<file path="src/rtl/hsc_pkg.sv">
package hsc_pkg;
  typedef enum logic {CYC_RD = 1'b0, CYC_WR = 1'b1} cyc_e;

  typedef struct packed {
    logic ack;  // bus data acknowledge
    logic stb;  // local strobe
    logic en;   // transceiver enable
  } hsc_out_t;
endpackage

</file>
<file path="src/rtl/hsc_sync.sv">
module hsc_sync #(
  parameter int unsigned WIDTH = 1,
  parameter int unsigned STAGES = 2,
  parameter logic [WIDTH-1:0] RST_VAL = '0
) (
  input  logic             clk_i,
  input  logic             rst_ni,
  input  logic [WIDTH-1:0] d_i,
  output logic [WIDTH-1:0] q_o
);
  logic [WIDTH-1:0] chain [STAGES+1];

  assign chain[0] = d_i;

  for (genvar s = 0; s < STAGES; s++) begin : g_stage
    always_ff @(posedge clk_i or negedge rst_ni) begin
      if (!rst_ni) chain[s+1] <= RST_VAL;
      else         chain[s+1] <= chain[s];
    end
  end

  assign q_o = chain[STAGES];
endmodule

</file>
<file path="src/rtl/hsc_fsm.sv">
module hsc_fsm
  import hsc_pkg::*;
(
  input  logic     clk_i,
  input  logic     rst_ni,
  input  logic     rd_i,
  input  logic     wr_i,
  input  logic     ack_i,
  output hsc_out_t out_o
);
  hsc_out_t q, nq;
  logic     fwd_q, fwd_d;   // phase bit: forward half of a cycle
  cyc_e     kind_q, kind_d;

  always_comb begin
    nq     = q;
    fwd_d  = fwd_q;
    kind_d = kind_q;
    if (!fwd_q && !q.ack) begin
      // idle: start only on a single strobe with the device released
      if (!ack_i && rd_i && !wr_i) begin
        nq.stb = 1'b1;
        fwd_d  = 1'b1;
        kind_d = CYC_RD;
      end else if (!ack_i && wr_i && !rd_i) begin
        nq.en  = 1'b1;
        fwd_d  = 1'b1;
        kind_d = CYC_WR;
      end
    end else if (fwd_q && kind_q == CYC_RD) begin
      if (!q.en && !q.ack) begin
        if (ack_i) nq.en = 1'b1;
      end else if (q.en && !q.ack) begin
        nq.ack = 1'b1;
      end else if (q.en && q.ack && !rd_i) begin
        nq.en = 1'b0;
        fwd_d = 1'b0;
      end
    end else if (fwd_q) begin
      if (q.en && !q.stb) begin
        nq.stb = 1'b1;
      end else if (q.en && q.stb) begin
        if (ack_i) nq.en = 1'b0;
      end else if (!q.en && q.stb) begin
        nq.ack = 1'b1;
        fwd_d  = 1'b0;
      end
    end else begin
      // release: local strobe drops together with the bus acknowledge
      if (kind_q == CYC_RD || !wr_i) begin
        nq.ack = 1'b0;
        nq.stb = 1'b0;
      end
    end
  end

  always_ff @(posedge clk_i or negedge rst_ni) begin
    if (!rst_ni) begin
      q      <= '0;
      fwd_q  <= 1'b0;
      kind_q <= CYC_RD;
    end else begin
      q      <= nq;
      fwd_q  <= fwd_d;
      kind_q <= kind_d;
    end
  end

  assign out_o = q;
endmodule

</file>
<file path="src/rtl/hsc_err.sv">
module hsc_err
  import hsc_pkg::*;
(
  input  logic     clk_i,
  input  logic     rst_ni,
  input  logic     rd_i,
  input  logic     wr_i,
  input  logic     ack_i,
  input  hsc_out_t out_i,
  output logic     err_o
);
  logic rd_p, wr_p, ack_p, err_q, viol;
  logic idle;

  assign idle = (out_i == '0);

  always_comb begin
    viol = 1'b0;
    if (idle && rd_i && wr_i)                          viol = 1'b1;
    if (((rd_p && !rd_i) || (wr_p && !wr_i)) && !out_i.ack) viol = 1'b1;
    if (ack_i && !ack_p && !out_i.stb)                 viol = 1'b1;
  end

  always_ff @(posedge clk_i or negedge rst_ni) begin
    if (!rst_ni) begin
      rd_p  <= 1'b0;
      wr_p  <= 1'b0;
      ack_p <= 1'b1;  // an acknowledge already high at reset is no rise
      err_q <= 1'b0;
    end else begin
      rd_p  <= rd_i;
      wr_p  <= wr_i;
      ack_p <= ack_i;
      err_q <= err_q | viol;
    end
  end

  assign err_o = err_q;
endmodule

</file>
<file path="src/rtl/hsc_ctrl.sv">
module hsc_ctrl
  import hsc_pkg::*;
#(
  parameter int unsigned SYNC_STAGES = 2
) (
  input  logic clk_i,
  input  logic rst_ni,
  input  logic rd_stb_i,
  input  logic wr_stb_i,
  input  logic dev_ack_i,
  output logic bus_ack_o,
  output logic dev_stb_o,
  output logic xcvr_en_o,
  output logic err_o
);
  localparam int unsigned NIN = 3;
  localparam logic [NIN-1:0] IN_RST = 3'b100;

  logic [NIN-1:0] in_s;
  logic           rd_s, wr_s, ack_s;
  hsc_out_t       outs;

  hsc_sync #(.WIDTH(NIN), .STAGES(SYNC_STAGES), .RST_VAL(IN_RST)) u_sync (
    .clk_i (clk_i),
    .rst_ni(rst_ni),
    .d_i   ({dev_ack_i, wr_stb_i, rd_stb_i}),
    .q_o   (in_s)
  );

  assign rd_s  = in_s[0];
  assign wr_s  = in_s[1];
  assign ack_s = in_s[2];

  hsc_fsm u_fsm (
    .clk_i (clk_i),
    .rst_ni(rst_ni),
    .rd_i  (rd_s),
    .wr_i  (wr_s),
    .ack_i (ack_s),
    .out_o (outs)
  );

  hsc_err u_err (
    .clk_i (clk_i),
    .rst_ni(rst_ni),
    .rd_i  (rd_s),
    .wr_i  (wr_s),
    .ack_i (ack_s),
    .out_i (outs),
    .err_o (err_o)
  );

  assign bus_ack_o = outs.ack;
  assign dev_stb_o = outs.stb;
  assign xcvr_en_o = outs.en;
endmodule

</file>
<file path="config.mk">
export PLATFORM = sky130hd
export DESIGN_NAME = hsc_ctrl
export DESIGN_NICKNAME = d
export VERILOG_FILES = /design/src/rtl/hsc_pkg.sv /design/src/rtl/hsc_sync.sv /design/src/rtl/hsc_fsm.sv /design/src/rtl/hsc_err.sv /design/src/rtl/hsc_ctrl.sv
export SDC_FILE = /design/constraint.sdc
export NUM_CORES = 1
export LEC_CHECK = 0
export ABC_AREA = 1
export CAP_MARGIN = 10
export CORE_UTILIZATION = 51
export DETAILED_ROUTE_END_ITERATION = 12
export PLACE_DENSITY = 0.75
export SLEW_MARGIN = 25
export SYNTH_ARGS = -nofsm -noshare
export SYNTH_HDL_FRONTEND = slang
export SYNTH_HIERARCHICAL = 1
export SYNTH_SLANG_ARGS = --single-unit
</file>
<file path="constraint.sdc">
create_clock -name clk_i -period 2.84 [get_ports clk_i]
set_input_delay 0.852 -clock clk_i [delete_from_list [all_inputs] [get_ports clk_i]]
set_output_delay 0.852 -clock clk_i [all_outputs]
set_load 0.01 [all_outputs]
</file>
### Word-level counts from Yosys, hierarchy flattened

Index checks and enable logic that the tools add are counted.

| storage, ports and cells | value |
|---|---|
| latch bits | 0 |
| flip-flop bits (word level) | 15 |
| bits in writable memories | 0 |
| memory bits (read-only) | 0 |
| memories kept | 0 |
| output and inout port bits | 4 |
| word-level logic and storage cells | 109 |

| operators by class | value |
|---|---|
| equal/unequal tests | 18 |
| bitwise logic cells | 3 |
| multiply operators | 0 |
| reduce and logical (&&, ||, !) cells | 42 |
| add/sub/neg operators | 0 |
| $lt $le $gt $ge | 0 |
| divide/modulo/power cells | 0 |
| shift-type cells | 0 |
| muxes and demuxes | 35 |

Operators with widths:

| cell | number |
|---|---|
| 1-bit 2-to-1 mux | 32 |
| 1-bit logical AND | 20 |
| 3-bit inequality test (second input constant) | 5 |
| 3-bit nonzero test | 5 |
| 3-bit by 2-bit inequality test with 1-bit output (second input constant) | 4 |
| 2-bit inequality test (second input constant) | 5 |
| 9-bit AND reduction | 1 |
| 1-bit zero test | 8 |
| 4-bit by 3-bit inequality test with 1-bit output (second input constant) | 2 |
| 4-bit AND reduction | 2 |
| 7-bit AND reduction | 1 |
| 2-bit 2-to-1 mux | 3 |
| 3-bit zero test | 1 |
| 3-bit by 1-bit inequality test with 1-bit output (second input constant) | 1 |
| 1-bit logical OR | 2 |
| 2-bit by 1-bit inequality test with 1-bit output (second input constant) | 1 |
| 1-bit inverter | 2 |
| 2-bit AND reduction | 1 |
| 2-bit nonzero test | 1 |
| 1-bit OR | 1 |

### Longest topological paths before layout

| logic depth | value |
|---|---|
| depth in word-level cells | 8 |
| depth in mapped cells | 9 |
| gate-level depth less buffers | 8 |

### Cells and area by module

Netlist, hierarchy kept.

By module, submodules not included:

| module | cells each | times used | area each (µm²) |
|---|---|---|---|
| hsc_fsm | 68 | 1 | 444.2 |
| hsc_sync | 9 | 1 | 175.2 |
| hsc_err | 20 | 1 | 166.4 |

### Worst setup path after synthesis

No wires, ideal clock.

| timing path | value |
|---|---|
| path type | register to output |
| start | reg u_fsm.q (netlist bit u_fsm/out_o[2]) |
| end | out bus_ack_o |
| setup slack | 1483 ps |
| stages on the path, launching flop included | 1 |
| path buffers | 0 |
| required time | 1988 ps |
| arrival time | 505 ps |
| path through | dfrtp_1 |

RTL lines:

| item | RTL line | RTL |
|---|---|---|
| from (decl) | hsc_fsm.sv:11 | `hsc_out_t q, nq;` |
| from (signal assigned) | hsc_fsm.sv:63 | `q <= nq;` |
| to (decl) | hsc_ctrl.sv:11 | `output logic bus_ack_o,` |

No word-level cell between the ends.

### Final worst setup path

| timing path | value |
|---|---|
| start | reg u_fsm.q (netlist bit u_fsm/out_o[0]) |
| end | out xcvr_en_o |

RTL lines:

| item | RTL line | RTL |
|---|---|---|
| to (decl) | hsc_ctrl.sv:13 | `output logic xcvr_en_o,` |

No word-level cell between the ends.

==> results.ini <==
[run_status]
run_status=complete, no violations

[clock_tree]
cts.repair.resized=0
cts.sinks=15
cts_buffers=3
tritoncts=done
clk_pin_slew_ps=80
root_buffer=clkbuf_4
ctsLongestPathBuffers=2
htreeDepth=1
clk_latency_ps=280
hold_buffers=0
cts_setup_buffers=0

[synthesis]
synth_edf_count=0
postSynth.asyncResetShare_pct=100
syn-num-nets=102
synthCells=97
synthesis.area_um2=786
avgSynthCellArea_um2=8.10
yosysWarnings=6
synth_seq_area_share_pct=48.2
ys_seq_elements=15
ys.flop_type=dfrtp_1
synth.distinct_cells=22

[grt]
busiest_layer=met2
grt_pass1_wl_um=2100
grt_use_met3_pct=8.15
groute.usage.overall_pct=20.1
first_global_vias=494
grt_max_degree=16
gr-usage-met1_pct=24.4
use_met2_pct=32.0
grt-ovfl-total=0
antenna_found_initial=0

[power]
p_per_area_nw_per_um2=1000
leakage_uw=0.000443
ir_worst_vdd_mv=0.558

[detailed_routing]
drc_errors=0
drtIter0Drc=25
routed_wl_um=1360
firstDrtPassIters=4
viasPerCell=5.13
ant_nets=0
num_vias=611
wl_per_cell_um=11.4

[sta]
hold_violations=0
period_minus_slack_ps=2290
max_clock_freq_mhz=436
tns_ps=0
worst_pin_slew_ps=628
rsz0062_at_grt=no
layout_worst_path_cycle_share_pct=80.7
relSlewSlack_pct=58.0
drv_slew=0
skew_ps=5.57
finalSetupViolCount=0

[floorplanning]
io_pins=9
die-area_um2=1700
die_x_um=41.3
core_area_um2=1370
die_h_um=41.3
initial_core_util_pct=57.5
row_count=13

[setup_path]
slowest_delay_ps=600
cp.depth=1
cp-endpoint=xcvr_en_o
path_class=reg -> out
cp_cell_sequence=clkdlybuf4s50_1
worst_path_dominant_cell_family=buffers and inverters
startpoint_type=flip-flop
path_max_fanout=11
reg2reg_depth=6
rrSetupSlack_ps=1590
worstPathArrival_ps=1440
crit_slowest_cell=clkdlybuf4s50_1
path_buf_inv=1
reg2reg_to=u_fsm/out_o[2]$_DFFE_PN0P_
end_kind=primary output
crit_required_ps=1990
r2r-start=u_fsm/fwd_q$_DFFE_PN0P_
startpoint=u_fsm/out_o[0]$_DFFE_PN0P_

[placement]
io_buffers=8
dp.cells=115
place.gp.congestion=0.867
dp_hpwl_um=992

[layout]
final_nets=110
area_growth_pct=11.0
final_cell_mix=nand2_1, inv_1, nand3_1, dfrtp_1, clkdlybuf4s50_1
n_antenna_cell=0
fill_cells=128
final_common_cell=nand2_1
drive_gt1_share_pct=17.3
stdcell_count=119
finalCoreUtilization_pct=63.8

[worst_hold_path]
hp-class=reg -> reg
min_from=u_sync/chain[3]$_DFF_PN0_
holdPathStages=0

[job]
maxCapViolCount=0

## Yosys cell counts (2+ instances only)
master    instances  share of area, %
nand2_1          21                10
nor2_1            5               2.4
nand4_1           2               1.6
nand2_2           3               2.4
o21bai_1          2               1.9
o21ai_1           2               1.3
inv_2             4               1.9
inv_1            13               6.2
dfstp_2           3                10
a21oi_1           4               2.5
nand3_1          13               8.3
dfrtp_1          12                38
nor2_2            2               1.6
buf_4             3               2.9
## power breakdown
part           total [uW]  internal (uW)  switching (uW)
clock network         114           54.5            60.0
registers             339            259            80.4
logic                 420            182             239
total                 874            495             379
## worst min-delay path by stage
stage	slack, ps	endpoint
final	360	u_sync/q_o[0]$_DFF_PN0_
after global routing	360	u_sync/q_o[0]$_DFF_PN0_
after CTS	360	u_sync/q_o[2]$_DFF_PN1_
after detailed placement	340	u_sync/q_o[1]$_DFF_PN0_
after global placement	340	u_sync/q_o[0]$_DFF_PN0_
after floorplan	330	u_sync/q_o[0]$_DFF_PN0_
## sequential cells by signal (all words and copies together) (netlist names)
signal,flops
u_fsm/out_o,3
u_err/rd_p,1
u_err/err_o,1
u_err/wr_p,1
u_err/ack_p,1
u_fsm/fwd_q,1
u_sync/chain,3
u_sync/q_o,3
u_fsm/kind_q,1
## cells by family after synthesis
logic type             after synthesis  share of synthesized area, %
AOI/OAI and AO/OA                   12                          10.4
and+or+nand+nor                     47                          27.5
buffers and inverters               23                          13.9
DFF                                 15                          48.2
## stage by stage
stage               hold slack (ps)  worst slack (ps)  total power [uW]  cell area [um2]
floorplan                       331              1480               664              786
global placement                339               911               751              846
detailed placement              339               876               756              846
CTS                             360               534               880              872
global route                    365               458               949              872
finish                          358               549               874              872
## layout make-up
cell class                 instances  area [um2]  share of cell area (%)
sequential                        15         379                    43.5
timing repair buffer               8        80.1                    9.18
clock buffer                       4        26.3                    3.01
inverter                          18        70.1                    8.03
multi-input combinational         59         298                    34.1
tap                               15        18.8                    2.15
## metal layers
layer	vias up	part of all wire, %
li1	317	-
met1	269	47
met2	23	46
met3	2	6.1
met4	0	0.74
met5	-	0
Note: power is estimated with default switching activity, not from simulation.
